$ cat src/rtl/fpds_pkg.sv
package fpds_pkg;
  localparam int QW = 26;  // 24 significant + guard + one extra bit
  typedef enum logic {OP_DIV = 1'b0, OP_SQRT = 1'b1} op_e;
  typedef enum logic [1:0] {RM_RNE = 2'd0, RM_RTZ = 2'd1, RM_RUP = 2'd2, RM_RDN = 2'd3} rm_e;
  typedef struct packed {
    logic nv;
    logic dz;
    logic of;
    logic uf;
    logic nx;
  } flags_t;
  localparam logic [31:0] QNAN = 32'h7FC0_0000;
endpackage

$ cat src/rtl/fpds_prep.sv
module fpds_prep
  import fpds_pkg::*;
(
  input  logic               op_i,
  input  logic [31:0]        a_i,
  input  logic [31:0]        b_i,
  output logic               special_o,
  output logic [31:0]        spec_res_o,
  output flags_t             spec_flags_o,
  output logic               sign_o,
  output logic signed [9:0]  exp_o,
  output logic [28:0]        rem_o,
  output logic [51:0]        x_o,
  output logic [23:0]        dvsr_o
);
  logic [7:0] ea, eb;
  logic [23:0] ma, mb;
  logic a_zero, b_zero, a_inf, b_inf, a_nan, b_nan, a_snan, b_snan;
  logic nan_in, snan_in, lt;
  logic [9:0] sq_t;

  assign ea = a_i[30:23];
  assign eb = b_i[30:23];
  assign ma = {1'b1, a_i[22:0]};
  assign mb = {1'b1, b_i[22:0]};
  assign a_zero = (ea == 8'h00);
  assign b_zero = (eb == 8'h00);
  assign a_inf  = (ea == 8'hFF) && (a_i[22:0] == '0);
  assign b_inf  = (eb == 8'hFF) && (b_i[22:0] == '0);
  assign a_nan  = (ea == 8'hFF) && (a_i[22:0] != '0);
  assign b_nan  = (eb == 8'hFF) && (b_i[22:0] != '0);
  assign a_snan = a_nan && !a_i[22];
  assign b_snan = b_nan && !b_i[22];
  assign nan_in  = (op_i == OP_SQRT) ? a_nan  : (a_nan | b_nan);
  assign snan_in = (op_i == OP_SQRT) ? a_snan : (a_snan | b_snan);
  assign lt = (ma < mb);
  assign sq_t = {2'b00, ea} + (ea[0] ? 10'd127 : 10'd126);

  assign sign_o = (op_i == OP_SQRT) ? 1'b0 : (a_i[31] ^ b_i[31]);
  assign dvsr_o = mb;

  always_comb begin
    if (op_i == OP_SQRT) begin
      exp_o = $signed({1'b0, sq_t[9:1]});
      rem_o = '0;
      // odd unbiased exponent (even biased) pre-doubles the radicand
      x_o   = ea[0] ? {1'b0, ma, 27'b0} : {ma, 28'b0};
    end else begin
      exp_o = $signed({2'b00, ea}) - $signed({2'b00, eb}) + 10'sd127 - $signed({9'b0, lt});
      rem_o = lt ? {4'b0, ma, 1'b0} : {5'b0, ma};
      x_o   = '0;
    end
  end

  always_comb begin
    special_o    = 1'b0;
    spec_res_o   = '0;
    spec_flags_o = '0;
    if (nan_in) begin
      special_o       = 1'b1;
      spec_res_o      = QNAN;
      spec_flags_o.nv = snan_in;
    end else if (op_i == OP_DIV) begin
      if ((a_zero && b_zero) || (a_inf && b_inf)) begin
        special_o       = 1'b1;
        spec_res_o      = QNAN;
        spec_flags_o.nv = 1'b1;
      end else if (a_inf || b_zero) begin
        special_o       = 1'b1;
        spec_res_o      = {sign_o, 8'hFF, 23'b0};
        spec_flags_o.dz = b_zero && !a_inf;
      end else if (a_zero || b_inf) begin
        special_o  = 1'b1;
        spec_res_o = {sign_o, 31'b0};
      end
    end else begin
      if (a_zero) begin
        special_o  = 1'b1;
        spec_res_o = {a_i[31], 31'b0};
      end else if (a_i[31]) begin
        special_o       = 1'b1;
        spec_res_o      = QNAN;
        spec_flags_o.nv = 1'b1;
      end else if (a_inf) begin
        special_o  = 1'b1;
        spec_res_o = 32'h7F80_0000;
      end
    end
  end
endmodule

$ cat src/rtl/fpds_recur.sv
module fpds_recur
  import fpds_pkg::*;
#(
  parameter int STEPS = 2
) (
  input  logic          clk_i,
  input  logic          rst_ni,
  input  logic          load_i,
  input  logic          op_i,
  input  logic [28:0]   rem_i,
  input  logic [51:0]   x_i,
  input  logic [23:0]   dvsr_i,
  output logic [QW-1:0] q_o,
  output logic          rem_nz_o
);
  localparam int ITERS = (QW + STEPS - 1) / STEPS;
  localparam int IW    = $clog2(ITERS + 1);

  logic [28:0]   rem_q, rem_n;
  logic [QW-1:0] q_q, q_n;
  logic [51:0]   x_q, x_n;
  logic [23:0]   dv_q;
  logic          op_q;
  logic [IW-1:0] left_q;

  // STEPS restoring radix-2 steps per cycle
  always_comb begin
    logic [28:0] rp, trial, rn;
    logic qb;
    rem_n = rem_q;
    q_n   = q_q;
    x_n   = x_q;
    for (int i = 0; i < STEPS; i++) begin
      if (op_q == OP_SQRT) begin
        rp    = {rem_n[26:0], x_n[51:50]};
        trial = {1'b0, q_n, 2'b01};
      end else begin
        rp    = rem_n;
        trial = {5'b0, dv_q};
      end
      qb    = (rp >= trial);
      rn    = qb ? (rp - trial) : rp;
      rem_n = (op_q == OP_SQRT) ? rn : {rn[27:0], 1'b0};
      q_n   = {q_n[QW-2:0], qb};
      x_n   = {x_n[49:0], 2'b00};
    end
  end

  always_ff @(posedge clk_i or negedge rst_ni) begin
    if (!rst_ni) begin
      rem_q  <= '0;
      q_q    <= '0;
      x_q    <= '0;
      dv_q   <= '0;
      op_q   <= 1'b0;
      left_q <= '0;
    end else if (load_i) begin
      rem_q  <= rem_i;
      q_q    <= '0;
      x_q    <= x_i;
      dv_q   <= dvsr_i;
      op_q   <= op_i;
      left_q <= IW'(ITERS);
    end else if (left_q != '0) begin
      rem_q  <= rem_n;
      q_q    <= q_n;
      x_q    <= x_n;
      left_q <= left_q - 1'b1;
    end
  end

  assign q_o      = q_q;
  assign rem_nz_o = (rem_q != '0);
endmodule

$ cat src/rtl/fpds_round.sv
module fpds_round
  import fpds_pkg::*;
(
  input  logic              sign_i,
  input  logic signed [9:0] exp_i,
  input  logic [QW-1:0]     q_i,
  input  logic              rem_nz_i,
  input  logic [1:0]        rm_i,
  input  logic              special_i,
  input  logic [31:0]       spec_res_i,
  input  flags_t            spec_flags_i,
  output logic [31:0]       res_o,
  output flags_t            flags_o
);
  logic guard, sticky, inexact, up, to_inf;
  logic [24:0] sum;
  logic signed [9:0] e;

  assign guard   = q_i[1];
  assign sticky  = q_i[0] | rem_nz_i;
  assign inexact = guard | sticky;

  always_comb begin
    case (rm_e'(rm_i))
      RM_RNE:  up = guard & (sticky | q_i[2]);
      RM_RTZ:  up = 1'b0;
      RM_RUP:  up = !sign_i & inexact;
      default: up = sign_i & inexact;
    endcase
  end

  assign sum    = {1'b0, q_i[QW-1:2]} + {24'b0, up};
  assign e      = exp_i + $signed({9'b0, sum[24]});
  assign to_inf = (rm_i == RM_RNE) || (rm_i == RM_RUP && !sign_i) || (rm_i == RM_RDN && sign_i);

  always_comb begin
    flags_o = '0;
    if (special_i) begin
      res_o   = spec_res_i;
      flags_o = spec_flags_i;
    end else if (e >= 10'sd255) begin
      res_o      = to_inf ? {sign_i, 8'hFF, 23'b0} : {sign_i, 8'hFE, 23'h7FFFFF};
      flags_o.of = 1'b1;
      flags_o.nx = 1'b1;
    end else if (e <= 10'sd0) begin
      res_o      = {sign_i, 31'b0};
      flags_o.uf = 1'b1;
      flags_o.nx = 1'b1;
    end else begin
      res_o      = {sign_i, e[7:0], sum[22:0]};
      flags_o.nx = inexact;
    end
  end
endmodule

$ cat src/rtl/fpds_unit.sv
module fpds_unit
  import fpds_pkg::*;
#(
  parameter int DIV_LAT  = 15,
  parameter int SQRT_LAT = 23,
  parameter int STEPS    = 2
) (
  input  logic        clk_i,
  input  logic        rst_ni,
  input  logic        start_i,
  input  logic        op_i,
  input  logic [31:0] a_i,
  input  logic [31:0] b_i,
  input  logic [1:0]  rm_i,
  output logic        busy_o,
  output logic        done_o,
  output logic [31:0] result_o,
  output logic [4:0]  flags_o,
  output logic        collide_o
);
  localparam int MAX_LAT = (DIV_LAT > SQRT_LAT) ? DIV_LAT : SQRT_LAT;
  localparam int CW      = $clog2(MAX_LAT + 1);

  logic accept;
  logic p_special, p_sign;
  logic [31:0] p_spec_res;
  flags_t p_spec_flags;
  logic signed [9:0] p_exp;
  logic [28:0] p_rem;
  logic [51:0] p_x;
  logic [23:0] p_dvsr;

  logic [CW-1:0] cnt_q;
  logic busy_q, done_q, coll_q;
  logic [31:0] res_q;
  flags_t flags_q;
  logic spec_q, sign_q;
  logic [31:0] spec_res_q;
  flags_t spec_flags_q;
  logic signed [9:0] exp_q;
  logic [1:0] rm_q;

  logic [QW-1:0] core_q;
  logic core_rem_nz;
  logic [31:0] rnd_res;
  flags_t rnd_flags;

  assign accept = start_i && !busy_q;

  fpds_prep u_prep (
    .op_i        (op_i),
    .a_i         (a_i),
    .b_i         (b_i),
    .special_o   (p_special),
    .spec_res_o  (p_spec_res),
    .spec_flags_o(p_spec_flags),
    .sign_o      (p_sign),
    .exp_o       (p_exp),
    .rem_o       (p_rem),
    .x_o         (p_x),
    .dvsr_o      (p_dvsr)
  );

  fpds_recur #(.STEPS(STEPS)) u_recur (
    .clk_i   (clk_i),
    .rst_ni  (rst_ni),
    .load_i  (accept),
    .op_i    (op_i),
    .rem_i   (p_rem),
    .x_i     (p_x),
    .dvsr_i  (p_dvsr),
    .q_o     (core_q),
    .rem_nz_o(core_rem_nz)
  );

  fpds_round u_round (
    .sign_i      (sign_q),
    .exp_i       (exp_q),
    .q_i         (core_q),
    .rem_nz_i    (core_rem_nz),
    .rm_i        (rm_q),
    .special_i   (spec_q),
    .spec_res_i  (spec_res_q),
    .spec_flags_i(spec_flags_q),
    .res_o       (rnd_res),
    .flags_o     (rnd_flags)
  );

  // fixed-latency sequencer; recurrence finishes well before cnt expires
  always_ff @(posedge clk_i or negedge rst_ni) begin
    if (!rst_ni) begin
      cnt_q        <= '0;
      busy_q       <= 1'b0;
      done_q       <= 1'b0;
      coll_q       <= 1'b0;
      res_q        <= '0;
      flags_q      <= '0;
      spec_q       <= 1'b0;
      sign_q       <= 1'b0;
      spec_res_q   <= '0;
      spec_flags_q <= '0;
      exp_q        <= '0;
      rm_q         <= '0;
    end else begin
      done_q <= 1'b0;
      coll_q <= start_i && busy_q;
      if (accept) begin
        busy_q       <= 1'b1;
        cnt_q        <= (op_i == OP_SQRT) ? CW'(SQRT_LAT) : CW'(DIV_LAT);
        spec_q       <= p_special;
        sign_q       <= p_sign;
        spec_res_q   <= p_spec_res;
        spec_flags_q <= p_spec_flags;
        exp_q        <= p_exp;
        rm_q         <= rm_i;
      end else if (busy_q) begin
        cnt_q <= cnt_q - 1'b1;
        if (cnt_q == CW'(1)) begin
          busy_q  <= 1'b0;
          done_q  <= 1'b1;
          res_q   <= rnd_res;
          flags_q <= rnd_flags;
        end
      end
    end
  end

  assign busy_o    = busy_q;
  assign done_o    = done_q;
  assign collide_o = coll_q;
  assign result_o  = res_q;
  assign flags_o   = flags_q;
endmodule

$ cat config.mk
export PLATFORM = sky130hd
export DESIGN_NAME = fpds_unit
export DESIGN_NICKNAME = d
export VERILOG_FILES = /design/src/rtl/fpds_pkg.sv /design/src/rtl/fpds_prep.sv /design/src/rtl/fpds_recur.sv /design/src/rtl/fpds_round.sv /design/src/rtl/fpds_unit.sv
export SDC_FILE = /design/constraint.sdc
export NUM_CORES = 1
export LEC_CHECK = 0
export BUFFER_PORTS_ARGS = -buffer_cell sky130_fd_sc_hd__buf_2
export CAP_MARGIN = 20
export CORE_UTILIZATION = 63
export CTS_CLUSTER_DIAMETER = 40
export DETAILED_ROUTE_END_ITERATION = 7
export GPL_ROUTABILITY_DRIVEN = 0
export PLACE_DENSITY = 0.81
export SYNTH_ARGS = -nofsm -noshare
export SYNTH_HDL_FRONTEND = slang
export SYNTH_SLANG_ARGS = --single-unit
$ cat constraint.sdc
create_clock -name clk_i -period 11.5 [get_ports clk_i]
set_input_delay 2.3 -clock clk_i [delete_from_list [all_inputs] [get_ports clk_i]]
set_output_delay 2.3 -clock clk_i [all_outputs]
set_load 0.1 [all_outputs]
* After elaboration in Yosys (flattened, before gate mapping)
Index checks and enable logic that the tools add are counted.
** Cells by class
- $lt $le $gt $ge :: 5
- Add/sub/neg operators :: 10
- Equal/unequal tests :: 6
- Reductions and logical operators :: 35
- Muxes and demuxes :: 71
- Bitwise operators :: 10
** Operator list (number)
- $mux 29 :: 8
- $mux 32 :: 7
- $mux 52 :: 4
- $mux 31 :: 4
- $ge 29x28->1 :: 2
- $sub 29x28->29 :: 2
- $mux 28 :: 2
- $mux 26 :: 2
- $mux 25 :: 2
- $logic_not 23->1 :: 2
- $reduce_bool 23->1 :: 2
- $mux 1 :: 32
- $reduce_bool 29->1 :: 1
- $add 24x1->25 :: 1
- $lt 24x24->1 :: 1
- $mux 24 :: 1
- $eq 8x8->1 const B :: 2
- $logic_not 8->1 :: 2
- $mux 5 :: 3
- $logic_and 1x1->1 :: 13
- $add 10x2->10 :: 1
- $add 10x8->10 const B :: 1
- $add 8x10->10 :: 1
- $ge 10x9->1 const B :: 1
- other kinds (23) :: 40
** Storage, ports and cells
- Word-level logic and storage cells :: 160
- Input port bits :: 70
- Flip-flop bits (word level) :: 229

* Longest topological paths before layout
Gate-level depths: netlist (run 1).
- Depth in word-level cells :: 11
- Depth in mapped cells :: 40

* Modules after synthesis
From an unflattened synthesis (run 1), not the netlist that was laid out.
** Second synthesis, totals
- Cells, all modules :: 2413
- Area total of the unflattened synthesis :: 20652.3 um^2
** By module, submodules not included
- fpds_recur :: cells an instance 1527, times used 1, area each 12187.9 um^2, sequential area each 3403.3 um^2
- fpds_unit :: cells an instance 222, times used 1, area each 3649.8 um^2, sequential area each 2402.3 um^2
- fpds_prep :: cells an instance 442, times used 1, area each 3254.4 um^2, sequential area each 0.0 um^2
- fpds_round :: cells an instance 222, times used 1, area each 1560.2 um^2, sequential area each 0.0 um^2

* Worst setup path after synthesis (run 1)
OpenSTA, ideal clock, no wires.
- Kind :: register to register
- Start :: register u_recur.op_q
- End :: register u_recur.rem_q[7]
- Buffers on the path :: 15
- Stages on the path, launching flop included :: 36
- Data arrival time :: 8614 ps
- Slack :: 2760 ps
- Library setup time :: 126 ps
- Cell sequence :: dfrtp_1 buf_6 clkbuf_1 clkbuf_1 clkbuf_1 buf_1 clkbuf_1 clkbuf_1 clkbuf_1 clkbuf_1 a21oi_1 ha_1 buf_2 nand4_1 nor4_4 nand2_2 o32a_1 buf_6 nand2_2 buf_2 buf_2 clkbuf_1 nand2_1 o21ai_0 mux2i_1 ha_1 clkbuf_1 and3_1 nand4_1 or4_1 nor3_1 a31oi_4 nand3_2 mux2_1 a21o_1 a221o_1
** On the way
- Longest elaborated chain between the ends :: 10
- Elaborated cells between the ends (all ways) :: 14
** RTL lines
- start: declaration :: line fpds_recur.sv:23 : logic op_q;
- start signal: assignment :: line fpds_recur.sv:62 : op_q <= op_i;
- $mux 29 or $mux 28 (tied branches) :: line fpds_recur.sv:34 : if (op_q == OP_SQRT) begin
- $sub 29x28->29 or $ge 29x28->1 (tied branches) :: line fpds_recur.sv:42, fpds_recur.sv:41
- $mux 29 :: line fpds_recur.sv:42 : rn = qb ? (rp - trial) : rp;
- $mux 29 :: line fpds_recur.sv:43 : rem_n = (op_q == OP_SQRT) ? rn : {rn[27:0], 1'b0};
- $mux 29 :: line fpds_recur.sv:34
- $sub 29x28->29 or $ge 29x28->1 (tied branches) :: line fpds_recur.sv:42, fpds_recur.sv:41
- $mux 29 :: line fpds_recur.sv:42
- $mux 29 (*) :: line fpds_recur.sv:43
- $mux 29 (*) :: line fpds_recur.sv:64 : end else if (left_q != '0) begin
- $mux 29 (*) :: line fpds_recur.sv:57 : end else if (load_i) begin
- end signal: assignment :: line fpds_recur.sv:58 : rem_q <= rem_i;
- end signal: assignment :: line fpds_recur.sv:65 : rem_q <= rem_n;
- end: declaration :: line fpds_recur.sv:19 : logic [28:0] rem_q, rem_n;
Every way passes the cells marked *; elsewhere a longest branch is shown, timed or not. The select of a mux whose other input is x is not followed.
A chain may end at the register's enable or synchronous reset.

* Worst setup path in the final report (run 1)
Ends and elaborated chain as after synthesis.

==> summary.md, run 1 <==
| Metric | Value |
|---|---|
| Initial antenna violation count | 2 |
| Hold WC Path Type | register to register |
| Die H | 160 um |
| First-pass GRT wire length | slightly above 80000 um |
| RSZ-0062 raised after global routing | no |
| Filler Cells Inserted | roughly 2000 |
| Post-synth cell types | 90 |
| CP max-delay cell | dfrtp_4 |
| Gr ovfl total | 0 |
| Post-Synth XOR/XNOR Area | 0.0511 |
| Routed len/inst | 22.2 um |
| Number of global-route vias before repair | 15100 |
| Largest net degree at the start of global routing | 104 |
| Multi-input gate area | around 11000 um^2 |
| Cells after DPL | 2269 |
| CP Max Fanout | 61 |
| Largest family of logic cells by synthesized area | compound AO/OA/AOI/OAI gates |
| Most frequent CP cell | nand3_1 |
| Kind of critical path | register to register |
| Pre-antenna DRT Iters | 8 |
| Synth Flop Type | dfrtp_1 |
| Max cap viols | 0 |
| Outcome | finished clean |
| Initial DRC Count | 1961 |
| CP endpoint kind | register |
| Mux share of post-synthesis cell area | 0.0930 |
| Synth warnings | 0 |
| Vias per inst | 6.95 |
| Post-CTS setup repair buffer count | 0 |
| Mapped Cells | 1947 |
| Post-synth top area share | 0.275 |
| TritonCTS Buffers | 17 |
| # DRC | 0 |
| GRT Overall Usage | 0.399 |
| Adder-cell share of the synthesized area | 0.0876 |
| Clock-pin slew on the worst setup and hold paths | 70 ps |
| # IOs | between 100 and 150 |
| Die ar. | 25600 um^2 |
| Number of synthesized register bits | 173 |
| Sequential cell area | 4330 um^2 |
| Worst Path Buf+Inv | 1 |
| Yosys top cell by area | dfrtp_1 |
| Syn Nets | 2126 |
| Startpoint types | register |
| Die W | 160 um |
| Cell family with most CP delay | simple AND/OR/NAND/NOR gates |
| Crit path required time | about 12000 ps |
| Clk Latency, worst-skew pair | about 450 ps |
| Port-buffer cells | 109 |
| Async S/R FF share, synth | 1.00 |
| Final WL | 51100 um |
| CTS Buffer Depth | 2 |
| Synthesized cell area | around 16000 um^2 |
| CP peak stage delay | 860 ps |
| Skew final | 12.6 ps |
| Syn Area/Cell | about 8 um^2 |
| Fmax | roughly 0.11 GHz |
| Effective utilization at floorplan | 0.645 |
| Compound-Gate Fraction of Synth Area | 0.246 |
| CTS H-tree lvls | 4 |
| Final setup violation count | 0 |
| Synth Area in Simple Gates | 0.194 |
| Post-detail-place hpwl | between 30000 and 40000 um |
| Area Overhead vs Synth | 7.75% |
| Final std cells w/o fill | about 2300 |
| Rows | 57 |
| Seq/Total Area, Yosys | 0.275 |
| EDFF count, synth | 0 |
| Slew Limit Headroom | 0.285 |
| CTS tree | built |
| Post-CTS Resized | 0 |
| Pins Over Slew Limit | 0 |
| Tcrit/Tclk final | 0.758 |
| CTS sink count | about 170 |
| CP Cell Sequence | buf_4 -> mux2_2 -> ha_1 -> nand4_1 -> nor4_4 -> nand2_2 -> o32a_1 -> nand2_2 -> nand2_1 -> nand3_1 -> a21boi_0 -> ha_1 -> a21o_1 -> a21oi_1 -> o22ai_1 -> nand3_1 -> nand3_1 -> a21oi_2 -> or4_1 -> nand3_2 -> mux2_1 -> a21o_1 -> a221o_1 |
| Post-layout min period | 8720 ps |
| # hold bufs at CTS | 0 |
| Core region area | between 20000 and 25000 um^2 |
| Antenna-violating nets left | 0 |
| Post-Route Setup TNS | 0 ps |
| CTS root buf | clkbuf_16 |
| Via Count | ~16000 |
| CP arrival | 9050 ps |
| Final Hold Fails | 0 |
| Slew @ Worst Pin | ~1100 ps |
| Final nets | 2144 |
| Top post-synthesis cells by area | dfrtp_1, ha_1, a21oi_1, nand2_1, mux2i_1 |
| Share of layout cells above drive strength 1 | 0.121 |
==> registers in the layout (all words and copies together), names as in the netlist <==
register,count
u_recur.rem_q,29
rm_q,2
sign_q,1
spec_q,1
busy_o,1
collide_o,1
result_o,32
u_recur.op_q,1
u_recur.x_q,25
spec_res_q,3
u_recur.q_o,26
exp_q,10
flags_o,5
done_o,1
spec_flags_q,2
u_recur.left_q,4
cnt_q,5
u_recur.dv_q,24
==> kinds of logic (layout without fill, tap and decap cells) <==
group / count (synthesis) / after routing
xor gates and xnor gates: 91 / 91
muxes: 134 / 134
and+or+nand+nor: 640 / 640
buffers and inverters: 204 / 235
other: 0 / 2
DFF: 173 / 173
AOI/OAI and AO/OA: 596 / 596
adders and majority gates: 109 / 109
==> through the flow <==
stage          setup WS, ps  hold slack (ps)  area, um^2  utilization
3_5_place_dp           3070              451       16300        0.668
3_3_place_gp           3300              450       16300        0.668
6_report               2780              466       17000        0.695
4_1_cts                3020              473       16900        0.694
5_1_grt                2390              495       17000        0.695
2_1_floorplan          2760              426       15700            -
==> Yosys cell counts (8+ instances only) <==
library cell and number:
a211oi_1 11, and3_1 30, o21a_1 13, o21ai_0 97, a21o_1 55, nor2_1 107, buf_1 16, mux2i_1 85
a221o_1 16, nand2_1 256, clkbuf_1 94, o21bai_1 15, nor3_1 38, nor4_1 31, nor2b_1 34, xnor2_1 55
nand4_1 37, nand2b_1 13, o21ai_1 8, dfrtp_1 173, a31oi_1 17, a221oi_1 10, xor2_1 35, mux2_2 39
o211ai_1 13, ha_1 107, or2_2 11, inv_1 76, and2_1 11, nand3_1 44, o22ai_1 30, o31ai_1 42
a21oi_1 200
==> metal layers <==
| layer | vias up | wire length, um | GRT usage | part of all wire |
|---|---|---|---|---|
| li1 | 7162 | - | - | - |
| met1 | 7479 | 19900 | 0.524 | 0.39 |
| met2 | 1121 | 22200 | 0.602 | 0.43 |
| met3 | 254 | 5880 | 0.0990 | 0.11 |
| met4 | 0 | 3100 | 0.219 | 0.061 |
| met5 | - | 0 | 0 | 0 |
==> path summary, 6_finish.rpt <==
check,slack [ps],to,from,cells past startpoint
hold / removal,470,u_recur.dv_q[23],u_recur.dv_q[23],1
max in group asynchronous,7920,u_recur.op_q,rst_ni,2
min in group asynchronous,1950,result_o[14],rst_ni,1
setup reg to reg,2780,u_recur.rem_q[7],u_recur.op_q,23
hold reg to reg,470,u_recur.dv_q[23],u_recur.dv_q[23],1
setup / recovery,2780,u_recur.rem_q[7],u_recur.op_q,23
==> worst reg2reg max path, stage by stage, from the launching register on <==
cell and delay, ps:
dfrtp_4 860, buf_4 540, mux2_2 430, ha_1 440, nand4_1 320, nor4_4 400
nand2_2 130, o32a_1 440, nand2_2 630, nand2_1 210, nand3_1 150, a21boi_0 480
ha_1 420, a21o_1 190, a21oi_1 250, o22ai_1 180, nand3_1 180, nand3_1 110
a21oi_2 190, or4_1 290, nand3_2 670, mux2_1 600, a21o_1 190, a221o_1 320
==> cell type report <==
class	instances	share of cell area
Timing Repair Buffer	125	0.0406
Tap cell	324	0.0239
Clock buffer	19	0.0267
Clock inverter	13	0.0103
Multi-Input combinational cell	1570	0.625
Inverter	78	0.0173
Sequential cell	173	0.256
Antenna cell	2	0.000295
==> layout by cell type (no fill, tap or decap), types with 42 or more instances in the layout <==
master   count
o21ai_0     97
a21o_1      55
a21oi_1    199
xnor2_1     55
nand3_1     44
nor2_1     107
o31ai_1     42
mux2i_1     85
buf_2      108
nand2_1    255
ha_1       107
inv_1       76
dfrtp_1    172
Power of run 1 is not shown: default switching activity piles up to over one toggle a cycle in this logic, so the estimate is an artifact.
==> run 2: changes to the inputs <==
- clock period: 11.5 -> 9.15 ns (I/O delays scaled with it)
==> summary.md, run 2 (synthesized netlist as in run 1, its figures left out) <==
| Metric | Value |
|---|---|
| Pins Over Slew Limit | 0 |
| Worst Path Buf+Inv | 2 |
| Final std cells w/o fill | 2308 |
| Initial antenna violation count | 1 |
| Initial DRC Count | 2042 |
| Rows | between 50 and 60 |
| Largest net degree at the start of global routing | 89 |
| GRT Overall Usage | 0.400 |
| CP Max Fanout | 83 |
| Most frequent cells in the layout | nand2_1, a21oi_1, dfrtp_1 |
| First-pass GRT wire length | 80900 um |
| Fmax | between 0.1 and 0.15 GHz |
| Die W | 160 um |
| Clock-pin slew on the worst setup and hold paths | 70 ps |
| CTS sink count | 173 |
| Vias per inst | 6.95 |
| Filler Cells Inserted | 2004 |
| CTS H-tree lvls | 4 |
| Post-CTS Resized | 0 |
| Post-layout min period | 8330 ps |
| Sequential cell area | 4330 um^2 |
| Skew final | 13.7 ps |
| Area Overhead vs Synth | 8.10% |
| CP peak stage delay | 1030 ps |
| Pre-antenna DRT Iters | 6 |
| Port-buffer cells | 109 |
| Max cap viols | 0 |
| Die ar. | 25600 um^2 |
| # hold bufs at CTS | 0 |
| Multi-input gate area | 10600 um^2 |
| Cells after DPL | approximately 2300 |
| Slew @ Worst Pin | 952 ps |
| Routed len/inst | ~22 um |
| TritonCTS Buffers | 17 |
| Tcrit/Tclk final | 0.910 |
| Final Hold Fails | 0 |
| Cell family with most CP delay | compound AO/OA/AOI/OAI gates |
| Die H | 160 um |
| # IOs | 110 |
| Startpoint types | register |
| CP arrival | 8640 ps |
| Share of layout cells above drive strength 1 | 0.124 |
| Slew Limit Headroom | 0.357 |
| Crit path required time | 9460 ps |
| Outcome | finished clean |
| Kind of critical path | register to register |
| RSZ-0062 raised after global routing | no |
| Final WL | around 50000 um |
| Number of global-route vias before repair | 15000 |
| Post-CTS setup repair buffer count | 0 |
| # DRC | 0 |
| CTS Buffer Depth | 2 |
| Most frequent CP cell | mux2i_1 |
| Final nets | 2149 |
| CTS tree | built |
| CP endpoint kind | register |
| Post-Route Setup TNS | 0 ps |
| CP Cell Sequence | buf_4 -> mux2_2 -> ha_1 -> a21oi_1 -> o21ai_0 -> a211oi_2 -> o32a_1 -> nand2_2 -> a31oi_1 -> mux2i_1 -> ha_1 -> and3_1 -> nand4_1 -> or4_1 -> nor3_1 -> a31oi_4 -> nand3_2 -> buf_4 -> mux2i_1 -> mux2i_1 -> a221o_1 |
| CTS root buf | clkbuf_16 |
| Hold WC Path Type | register to register |
| Antenna-violating nets left | 0 |
| Post-detail-place hpwl | 38100 um |
| WHS | between 400 and 500 ps |
| Max reg flops | 32 |
| Via Count | 16000 |
| Clk Latency, worst-skew pair | 440 ps |
| CP max-delay cell | dfrtp_4 |
| Gr ovfl total | 0 |
| Final setup violation count | 0 |
| Commonest non-fill, non-tap cell in the layout | nand2_1 |
| Effective utilization at floorplan | 0.645 |
| Core region area | 24400 um^2 |
[run 2: per-layer routing]
layer	part of all wire	global-route usage	wire length (um)	vias to the layer above
li1	-	-	-	7173
met1	0.39	0.540	20000	7523
met2	0.44	0.606	22600	1136
met3	0.11	0.0823	5880	214
met4	0.056	0.209	2880	0
met5	0	0	0	-
[run 2: area by class of cell]
class                      instances  share of cell area
clock inverter                    12              0.0101
timing repair buffer             130              0.0432
sequential                       173               0.255
inverter                          78              0.0172
multi-input combinational       1570               0.623
antenna                            1            0.000147
tap                              324              0.0238
clock buffer                      20              0.0274
[run 2: worst paths after layout]
check / endpoint / from / slack (ps) / cells past startpoint
max: u_recur.rem_q[12] / u_recur.op_q / 820 / 21
min: flags_o[4] / flags_o[4] / 460 / 2
max reg2reg: u_recur.rem_q[12] / u_recur.op_q / 820 / 21
min reg2reg: flags_o[4] / flags_o[4] / 460 / 2
max in group asynchronous: u_recur.op_q / rst_ni / 6340 / 2
min in group asynchronous: result_o[18] / rst_ni / 1380 / 1
[run 2: worst min-delay path, cell delays in order, from the launching register on]
cell     delay [ps]
dfrtp_1         340
nand2_1          50
nand2_1          40
[run 2: metrics by stage]
stage               worst slack (ps)   util  area [um^2]
floorplan                        410      -        15700
global placement                1490  0.670        16300
detailed placement              1170  0.670        16300
CTS                             1150  0.696        17000
global route                     434  0.697        17000
finish                           824  0.697        17000
Power of run 2 is left out for the same reason.
